<file path="config.mk">
export PLATFORM = sky130hd
export DESIGN_NAME = dma_req_limiter
export DESIGN_NICKNAME = d
export VERILOG_FILES = /design/src/rtl/dma_rl_pkg.sv /design/src/rtl/dma_rl_sync.sv /design/src/rtl/dma_rl_cfgchk.sv /design/src/rtl/dma_rl_rategov.sv /design/src/rtl/dma_req_limiter.sv
export SDC_FILE = /design/constraint.sdc
export NUM_CORES = 1
export LEC_CHECK = 0
export ABC_AREA = 0
export CAP_MARGIN = 20
export CORE_UTILIZATION = 50
export CTS_CLUSTER_DIAMETER = 80
export DETAILED_ROUTE_END_ITERATION = 7
export PLACE_DENSITY = 0.81
export SYNTH_ARGS = -nofsm -noshare
export SYNTH_HDL_FRONTEND = slang
export SYNTH_SLANG_ARGS = --single-unit
</file>
<file path="constraint.sdc">
create_clock -name clk -period 4.1 [get_ports clk]
set_input_delay 0.82 -clock clk [delete_from_list [all_inputs] [get_ports clk]]
set_output_delay 0.82 -clock clk [all_outputs]
set_load 0.1 [all_outputs]
</file>
<file path="src/rtl/dma_rl_pkg.sv">
package dma_rl_pkg;
  typedef enum logic [1:0] {
    SZ_BYTE = 2'd0,
    SZ_WORD = 2'd1,
    SZ_LONG = 2'd2,
    SZ_RSVD = 2'd3
  } port_sz_e;
endpackage

</file>
<file path="src/rtl/dma_rl_sync.sv">
module dma_rl_sync #(
  parameter int STAGES = 2
) (
  input  logic clk,
  input  logic rst,
  input  logic async_in,
  output logic sync_out
);
  logic [STAGES-1:0] chain;

  generate
    if (STAGES == 1) begin : g_single
      always_ff @(posedge clk) begin
        if (rst) chain <= '0;
        else     chain <= async_in;
      end
    end else begin : g_multi
      always_ff @(posedge clk) begin
        if (rst) chain <= '0;
        else     chain <= {chain[STAGES-2:0], async_in};
      end
    end
  endgenerate

  assign sync_out = chain[STAGES-1];
endmodule

</file>
<file path="src/rtl/dma_rl_cfgchk.sv">
module dma_rl_cfgchk
  import dma_rl_pkg::*;
#(
  parameter int CNT_W = 16
) (
  input  logic             clk,
  input  logic             rst,
  input  logic [CNT_W-1:0] byte_count,
  input  logic [1:0]       port_size,
  output logic             bad_now,
  output logic             cfg_err
);
  logic [1:0] lsb_mask;

  always_comb begin
    case (port_sz_e'(port_size))
      SZ_WORD: lsb_mask = 2'b01;
      SZ_LONG: lsb_mask = 2'b11;
      default: lsb_mask = 2'b00;
    endcase
    bad_now = (byte_count == '0) || (port_sz_e'(port_size) == SZ_RSVD) ||
              ((byte_count[1:0] & lsb_mask) != 2'b00);
  end

  always_ff @(posedge clk) begin
    if (rst) cfg_err <= 1'b0;
    else     cfg_err <= bad_now;
  end
endmodule

</file>
<file path="src/rtl/dma_rl_rategov.sv">
module dma_rl_rategov #(
  parameter int ACT_W = 8,
  parameter int IDL_W = 8
) (
  input  logic             clk,
  input  logic             rst,
  input  logic             run_next,
  input  logic             own,
  input  logic [ACT_W-1:0] active_limit,
  input  logic [IDL_W-1:0] idle_limit,
  output logic             idle_next,
  output logic             throttled
);
  logic [ACT_W-1:0] act_q, act_n;
  logic [IDL_W-1:0] idl_q, idl_n;
  logic [ACT_W:0]   act_inc;
  logic [IDL_W:0]   idl_inc;
  logic             gov_on;

  assign gov_on  = (active_limit != '0);
  assign act_inc = {1'b0, act_q} + 1'b1;
  assign idl_inc = {1'b0, idl_q} + 1'b1;

  always_comb begin
    act_n     = act_q;
    idl_n     = idl_q;
    idle_next = throttled;
    if (!run_next || !gov_on) begin
      act_n     = '0;
      idl_n     = '0;
      idle_next = 1'b0;
    end else if (throttled) begin
      if (idl_inc >= {1'b0, idle_limit}) begin
        idl_n     = '0;
        idle_next = 1'b0;
      end else begin
        idl_n = idl_inc[IDL_W-1:0];
      end
    end else if (own) begin
      if (act_inc >= {1'b0, active_limit}) begin
        act_n     = '0;
        idle_next = 1'b1;
      end else begin
        act_n = act_inc[ACT_W-1:0];
      end
    end
  end

  always_ff @(posedge clk) begin
    if (rst) begin
      act_q     <= '0;
      idl_q     <= '0;
      throttled <= 1'b0;
    end else begin
      act_q     <= act_n;
      idl_q     <= idl_n;
      throttled <= idle_next;
    end
  end

  // without ownership the active count holds
  p_act_hold_r9: assert property (@(posedge clk) disable iff (rst)
    (run_next && gov_on && !throttled && !own) |=> $stable(act_q));

  // idle window is not cut short while clocks remain
  p_idle_keep_r10: assert property (@(posedge clk) disable iff (rst)
    (run_next && gov_on && throttled && (idl_inc < {1'b0, idle_limit})) |=> throttled);
endmodule

</file>
<file path="src/rtl/dma_req_limiter.sv">
module dma_req_limiter #(
  parameter int CNT_W   = 16,
  parameter int ACT_W   = 8,
  parameter int IDL_W   = 8,
  parameter int SYNC_ST = 2
) (
  input  logic             clk,
  input  logic             rst,
  input  logic             ext_req,
  input  logic             done_in,
  input  logic             start,
  input  logic             cs_mode,
  input  logic             int_mode,
  input  logic [1:0]       port_size,
  input  logic [CNT_W-1:0] byte_count,
  input  logic [ACT_W-1:0] active_limit,
  input  logic [IDL_W-1:0] idle_limit,
  input  logic             bus_grant,
  input  logic             cycle_done,
  output logic             bus_req,
  output logic             running,
  output logic             throttled,
  output logic             cfg_err
);
  logic req_s, req_d, start_q;
  logic seen_q, seen_n, pend_q, pend_n;
  logic run_n, start_rise, hit, own, want, cfg_bad, idle_next;

  dma_rl_sync #(.STAGES(SYNC_ST)) u_sync (
    .clk(clk), .rst(rst), .async_in(ext_req), .sync_out(req_s)
  );

  dma_rl_cfgchk #(.CNT_W(CNT_W)) u_cfg (
    .clk(clk), .rst(rst), .byte_count(byte_count), .port_size(port_size),
    .bad_now(cfg_bad), .cfg_err(cfg_err)
  );

  dma_rl_rategov #(.ACT_W(ACT_W), .IDL_W(IDL_W)) u_gov (
    .clk(clk), .rst(rst), .run_next(run_n), .own(own),
    .active_limit(active_limit), .idle_limit(idle_limit),
    .idle_next(idle_next), .throttled(throttled)
  );

  assign start_rise = start && !start_q;
  assign own        = bus_grant && bus_req;
  assign hit        = running && req_s && req_d && !seen_q;

  always_comb begin
    if (!start || done_in)            run_n = 1'b0;
    else if (start_rise && !cfg_bad)  run_n = 1'b1;
    else                              run_n = running;

    if (!req_s || start_rise) seen_n = 1'b0;
    else if (hit)             seen_n = 1'b1;
    else                      seen_n = seen_q;

    if (!run_n)                   pend_n = 1'b0;
    else if (hit)                 pend_n = 1'b1;
    else if (own && cycle_done)   pend_n = 1'b0;
    else                          pend_n = pend_q;

    want = int_mode || (cs_mode ? pend_n : req_s);
  end

  always_ff @(posedge clk) begin
    if (rst) begin
      req_d   <= 1'b0;
      start_q <= 1'b0;
      running <= 1'b0;
      seen_q  <= 1'b0;
      pend_q  <= 1'b0;
      bus_req <= 1'b0;
    end else begin
      req_d   <= req_s;
      start_q <= start;
      running <= run_n;
      seen_q  <= seen_n;
      pend_q  <= pend_n;
      bus_req <= run_n && !idle_next && want;
    end
  end

  // no request from a stopped channel
  p_req_needs_run_r12: assert property (@(posedge clk) disable iff (rst)
    bus_req |-> running);

  // no request in the idle window
  p_quiet_idle_r10: assert property (@(posedge clk) disable iff (rst)
    throttled |-> !bus_req);

  // done stops the channel at once
  p_done_stop_r7: assert property (@(posedge clk) disable iff (rst)
    done_in |=> (!running && !bus_req));

  // a channel never starts on a bad configuration
  p_cfg_start_r8: assert property (@(posedge clk) disable iff (rst)
    $rose(running) |-> !cfg_err);
endmodule

</file>
* After elaboration in Yosys (flattened, before gate mapping) *
Cells that the tools add are included.

word-level totals
  register bits after elaboration = 26
  input bits = 43
  output and inout port bits = 4
  word-level logic and storage cells = 63

cells by class
  add/sub/neg operators = 2
  $lt $le $gt $ge = 2
  eq/ne operators = 3
  multiplexer cells = 14
  bitwise gates (word level) = 2
  reduce and logical (&&, ||, !) cells = 29

operators by type and width
  operator                                                                number
  8-bit by 1-bit adder with 9-bit output (second input constant)          2
  9-bit by 8-bit greater-or-equal comparator with 1-bit output            2
  16-bit logical NOT                                                      1
  8-bit 2-to-1 mux                                                        2
  1-bit 2-to-1 mux                                                        11
  1-bit logical AND                                                       9
  1-bit logical NOT                                                       8
  8-bit nonzero test                                                      1
  1-bit logical OR                                                        6
  2-bit equality test (second input constant)                             2
  2-bit case mux with 2 select lines                                      1
  2-bit OR reduction                                                      2
  2-bit AND                                                               1
  2-bit by 1-bit equality test with 1-bit output (second input constant)  1
  2-bit AND reduction                                                     1
  2-bit nonzero test                                                      1
  1-bit NOT                                                               1

* Logic depth before layout (Yosys ltp) *
  depth after elaboration = 15
  mapped depth = 10
  gate-level depth less buffers = 10

* Hierarchy *
From an unflattened synthesis, not the netlist that was laid out.

second synthesis, totals
  cells, all modules = 223
  area, all modules = 1,796.7 um^2

by module, submodules not included
  module           times used  cells an instance  area each (um^2)  seq. area each (um^2)
  dma_rl_rategov   1           181                1,392.6           340.3
  dma_req_limiter  1           25                 231.5             120.1
  dma_rl_cfgchk    1           13                 120.1             20.0
  dma_rl_sync      1           4                  52.6              40.0

* Least setup slack after synthesis *
OpenSTA, ideal clock, no wires.

  path kind = register -> register
  from = register u_gov.idl_q[0]
  to = register u_gov.idl_q[0]
  setup time = 70 ps
  arrival = 2,162 ps
  data required time = 4,030 ps
  setup slack = 1,868 ps
  cell stages (with the launch flop) = 11
  path buffers = 0
  period minus slack after synthesis = 2,232 ps
  path through = dfxtp_1 ha_1 nand3_1 nor2_2 xor2_1 ha_1 a21oi_1 nand2_1 o221a_2 or3_1 a21oi_1

on the way
  longest elaborated chain between the ends = 3

ends and longest elaborated chain
  item                                                          RTL line              source
  start, declared                                               dma_rl_rategov.sv:15  logic [IDL_W-1:0] idl_q, idl_n;
  start signal, assigned                                        dma_rl_rategov.sv:56  idl_q <= idl_n;
  8-bit by 1-bit adder with 9-bit output (*)                    dma_rl_rategov.sv:22  assign idl_inc = {1'b0, idl_q} + 1'b1;
  9-bit by 8-bit greater-or-equal comparator with 1-bit output  dma_rl_rategov.sv:33  if (idl_inc >= {1'b0, idle_limit}) begin
  8-bit 2-to-1 mux (*)                                          dma_rl_rategov.sv:33

Every way passes the cells marked *; elsewhere a longest branch is shown, timed or not.
A chain may end at the register's enable or synchronous reset.

* Final worst setup path *
  from = register u_gov.throttled
  to = output throttled

RTL lines
  item                    RTL line               source
  start, declared         dma_rl_rategov.sv:12   output logic throttled
  start signal, assigned  dma_rl_rategov.sv:57   throttled <= idle_next;
  end, declared           dma_req_limiter.sv:22  output logic throttled,

No word-level cell between the ends.

==> results.sh <==
export IMPL_status="finished clean"
export IMPL_dr_pass1_iters=4
export IMPL_route_detailed_drc=0
export IMPL_p_per_area_nw_per_um2=209
export IMPL_cp_end_kind="primary output"
export IMPL_syn_inst=232
export IMPL_ys_types=49
export IMPL_tightest_slew_ns=0.985
export IMPL_core_sq_um=3470
export IMPL_cap_violations=0
export IMPL_leakagePower_nw=0.988
export IMPL_fin_cells=323
export IMPL_max_stage_delay_ns=1.16
export IMPL_skew_ns=0.00762
export IMPL_die_y_microns=63.5
export IMPL_gr_total_overflow=0
export IMPL_hold_end="u_sync.chain[1]"
export IMPL_hpwl_microns=3170
export IMPL_critPathRequiredTime_ns=3.28
export IMPL_cts_tree="yes"
export IMPL_path_clk_slew_ns=0.09
export IMPL_viasPerCell=5.43
export IMPL_cts_sinks=26
export IMPL_dr_total_vias=1754
export IMPL_r2r_start="u_gov.idl_q[0]"
export IMPL_start_util_pct=54.5
export IMPL_synth_seq_cells=26
export IMPL_irDropWorstVdd_v=0.000195
export IMPL_fin_crit_sh_pct=64.8
export IMPL_cts_resized=0
export IMPL_placed_area_sq_um=2380
export IMPL_dominantRegCellSynth="dfxtp_1"
export IMPL_hold_depth=1
export IMPL_hold_ws_ns=0.455
export IMPL_cts_made_buffers=3
export IMPL_antenna_found_initial=0
export IMPL_io_buffers=46
export IMPL_dp_cells=319
export IMPL_num_antenna_cells=0
export IMPL_period_needed_ns=2.66
export IMPL_drt_initial_drc_count=75
export IMPL_setup_viol=0
export IMPL_synth_edf_count=0
export IMPL_hold_viol=0
export IMPL_ctsRootBufferMaster="clkbuf_8"
export IMPL_crit_family="buffers and inverters"
export IMPL_syn_nets=295
export IMPL_drive_above_1_share_pct=6.14
export IMPL_max_slew_margin_pct=34.2
export IMPL_design_area_sq_um=2430
export IMPL_insertion_delay_ns=0.27
export IMPL_cp_slowest_cell="clkdlybuf4s50_1"
export IMPL_fin_tns_setup_ns=0
export IMPL_track_usage_pct=21.2
export IMPL_nets=341
export IMPL_cp_start_kind="flip-flop"
export IMPL_yosysWarnings=0
export IMPL_syn_area_sq_um=1890
export IMPL_dieArea_sq_um=4030
export IMPL_crit_fanout=4
export IMPL_critPathKind="flip-flop to primary output"
export IMPL_grt_pass1_wl_microns=6920
export IMPL_fp_dieW_microns=63.5
export IMPL_area_delta_synth_final_pct=28.7
export IMPL_row_count=21
export IMPL_grt_pass1_vias=1675
export IMPL_timing_critical_path_buf_inv=1
export IMPL_fin_ws_ns=1.44
export IMPL_rr_worst_depth=10
export IMPL_grt_start_max_net_pins=18
export IMPL_report_final_slew_viol_count=0
export IMPL_post_cts_buffers=0
export IMPL_dp_slack_ns=1.34
export IMPL_cts_buffer_depth=2
export IMPL_hp_start="u_sync.chain[0]"
export IMPL_antenna_left=0
export IMPL_arrival_ns=1.84
export IMPL_path_cells="clkdlybuf4s50_1"
export IMPL_htree_levels=1
export IMPL_async_reset_ff_share_pct=0
export IMPL_rsz0062_at_grt="false"
export IMPL_yosysSeqAreaShare_pct=27.5
export IMPL_hold_buffers=0
export IMPL_fmax_mhz=376
export IMPL_r2r_end="u_gov.idl_q[0]"
export IMPL_wl_per_cell_microns=12.0
export IMPL_place_congestion=0.832
export IMPL_avgSynthCellArea_sq_um=8.15
export IMPL_wl_microns=3870
export IMPL_ios=47
export IMPL_r2r_setup_slack_ns=1.50
export IMPL_hold_path_class="flip-flop to flip-flop"
-- Yosys cell counts (4+ instances only) --
| cell | count | area, sq um |
|---|---|---|
| nand2b_1 | 4 | 25.0 |
| a21oi_1 | 14 | 70.1 |
| inv_1 | 19 | 71.3 |
| nand3_1 | 8 | 40.0 |
| ha_1 | 20 | 250 |
| nor2_1 | 19 | 71.3 |
| xnor2_1 | 8 | 70.1 |
| dfxtp_1 | 26 | 521 |
| nand2_1 | 22 | 82.6 |
| nor2b_1 | 9 | 56.3 |
| nor3_1 | 9 | 45.0 |
| nor4_1 | 7 | 43.8 |
| o21ai_0 | 6 | 30.0 |
| xor2_1 | 9 | 78.8 |
-- cell families after synthesis --
group | share of synthesized area [%]
compound gates | 18.2
xor+xnor | 7.88
fa+ha+maj | 13.2
buf+inv | 5.36
flops | 27.5
simple gates | 27.8
-- routing by layer --
layer / vias up / track usage [%] / wire [microns]
met1: 778 / 27.5 / 1930
li1: 916 / - / -
met2: 58 / 36.4 / 1710
met3: 2 / 4.17 / 226
met4: 0 / 3.41 / 8
met5: - / 0 / 0
-- how the worst max path moves through the flow --
stage	from	endpoint	slack (ns)	cells past startpoint
5_1_grt	u_gov.idl_q[0]	u_gov.idl_q[3]	1.29	10
4_1_cts	u_gov.throttled	throttled	1.44	1
3_5_place_dp	active_limit[6]	u_gov.throttled	1.34	8
2_1_floorplan	u_gov.idl_q[0]	u_gov.idl_q[0]	1.87	10
3_3_place_gp	active_limit[6]	u_gov.throttled	1.35	8
6_report	u_gov.throttled	throttled	1.44	1
-- state kept, by name (all words and copies together), names as in the netlist --
register         count
u_gov.throttled      1
req_d                1
u_sync.chain         2
pend_q               1
seen_q               1
bus_req              1
u_gov.act_q          8
u_cfg.cfg_err        1
u_gov.idl_q          8
running              1
start_q              1
-- report_power, final --
| part | switching, mW | total (mW) | internal [mW] |
|---|---|---|---|
| logic | 0.0368 | 0.0864 | 0.0496 |
| clock network | 0.0793 | 0.165 | 0.0858 |
| registers | 0.00173 | 0.257 | 0.255 |
| total | 0.118 | 0.509 | 0.391 |
-- cells in the final DEF (no fill, tap or decap), drive strengths merged, types with 2 or more instances in the layout --
cell,instances
xnor2,8
clkbuf,4
dfxtp,26
nand3,10
clkdlybuf4s50,46
nor3,11
and4,2
ha,20
o211ai,3
nor2,21
xor2,9
o22ai,3
inv,19
nand4,3
a211oi,3
a32oi,3
or3,2
o21ai,8
a31oi,2
nand2,22
a21oi,14
and2,2
nor4,7
nand2b,4
o21a,2
nor2b,9
-- stage by stage --
| stage | power (mW) | utilization (%) |
|---|---|---|
| after floorplan | 0.300 | - |
| after global placement | 0.348 | 68.6 |
| after detailed placement | 0.350 | 68.6 |
| after CTS | 0.512 | 70.2 |
| after global routing | 0.533 | 70.2 |
| final | 0.509 | 70.2 |
-- final cells by class --
| cell class | count | area (sq um) |
|---|---|---|
| multi-input combinational | 182 | 1270 |
| fill | 302 | 1030 |
| sequential | 26 | 520 |
| timing repair buffer | 46 | 460 |
| inverter | 19 | 71.3 |
| tap | 46 | 57.6 |
| clock buffer | 4 | 55.1 |
No activity file was read; power rests on OpenSTA's default activity.
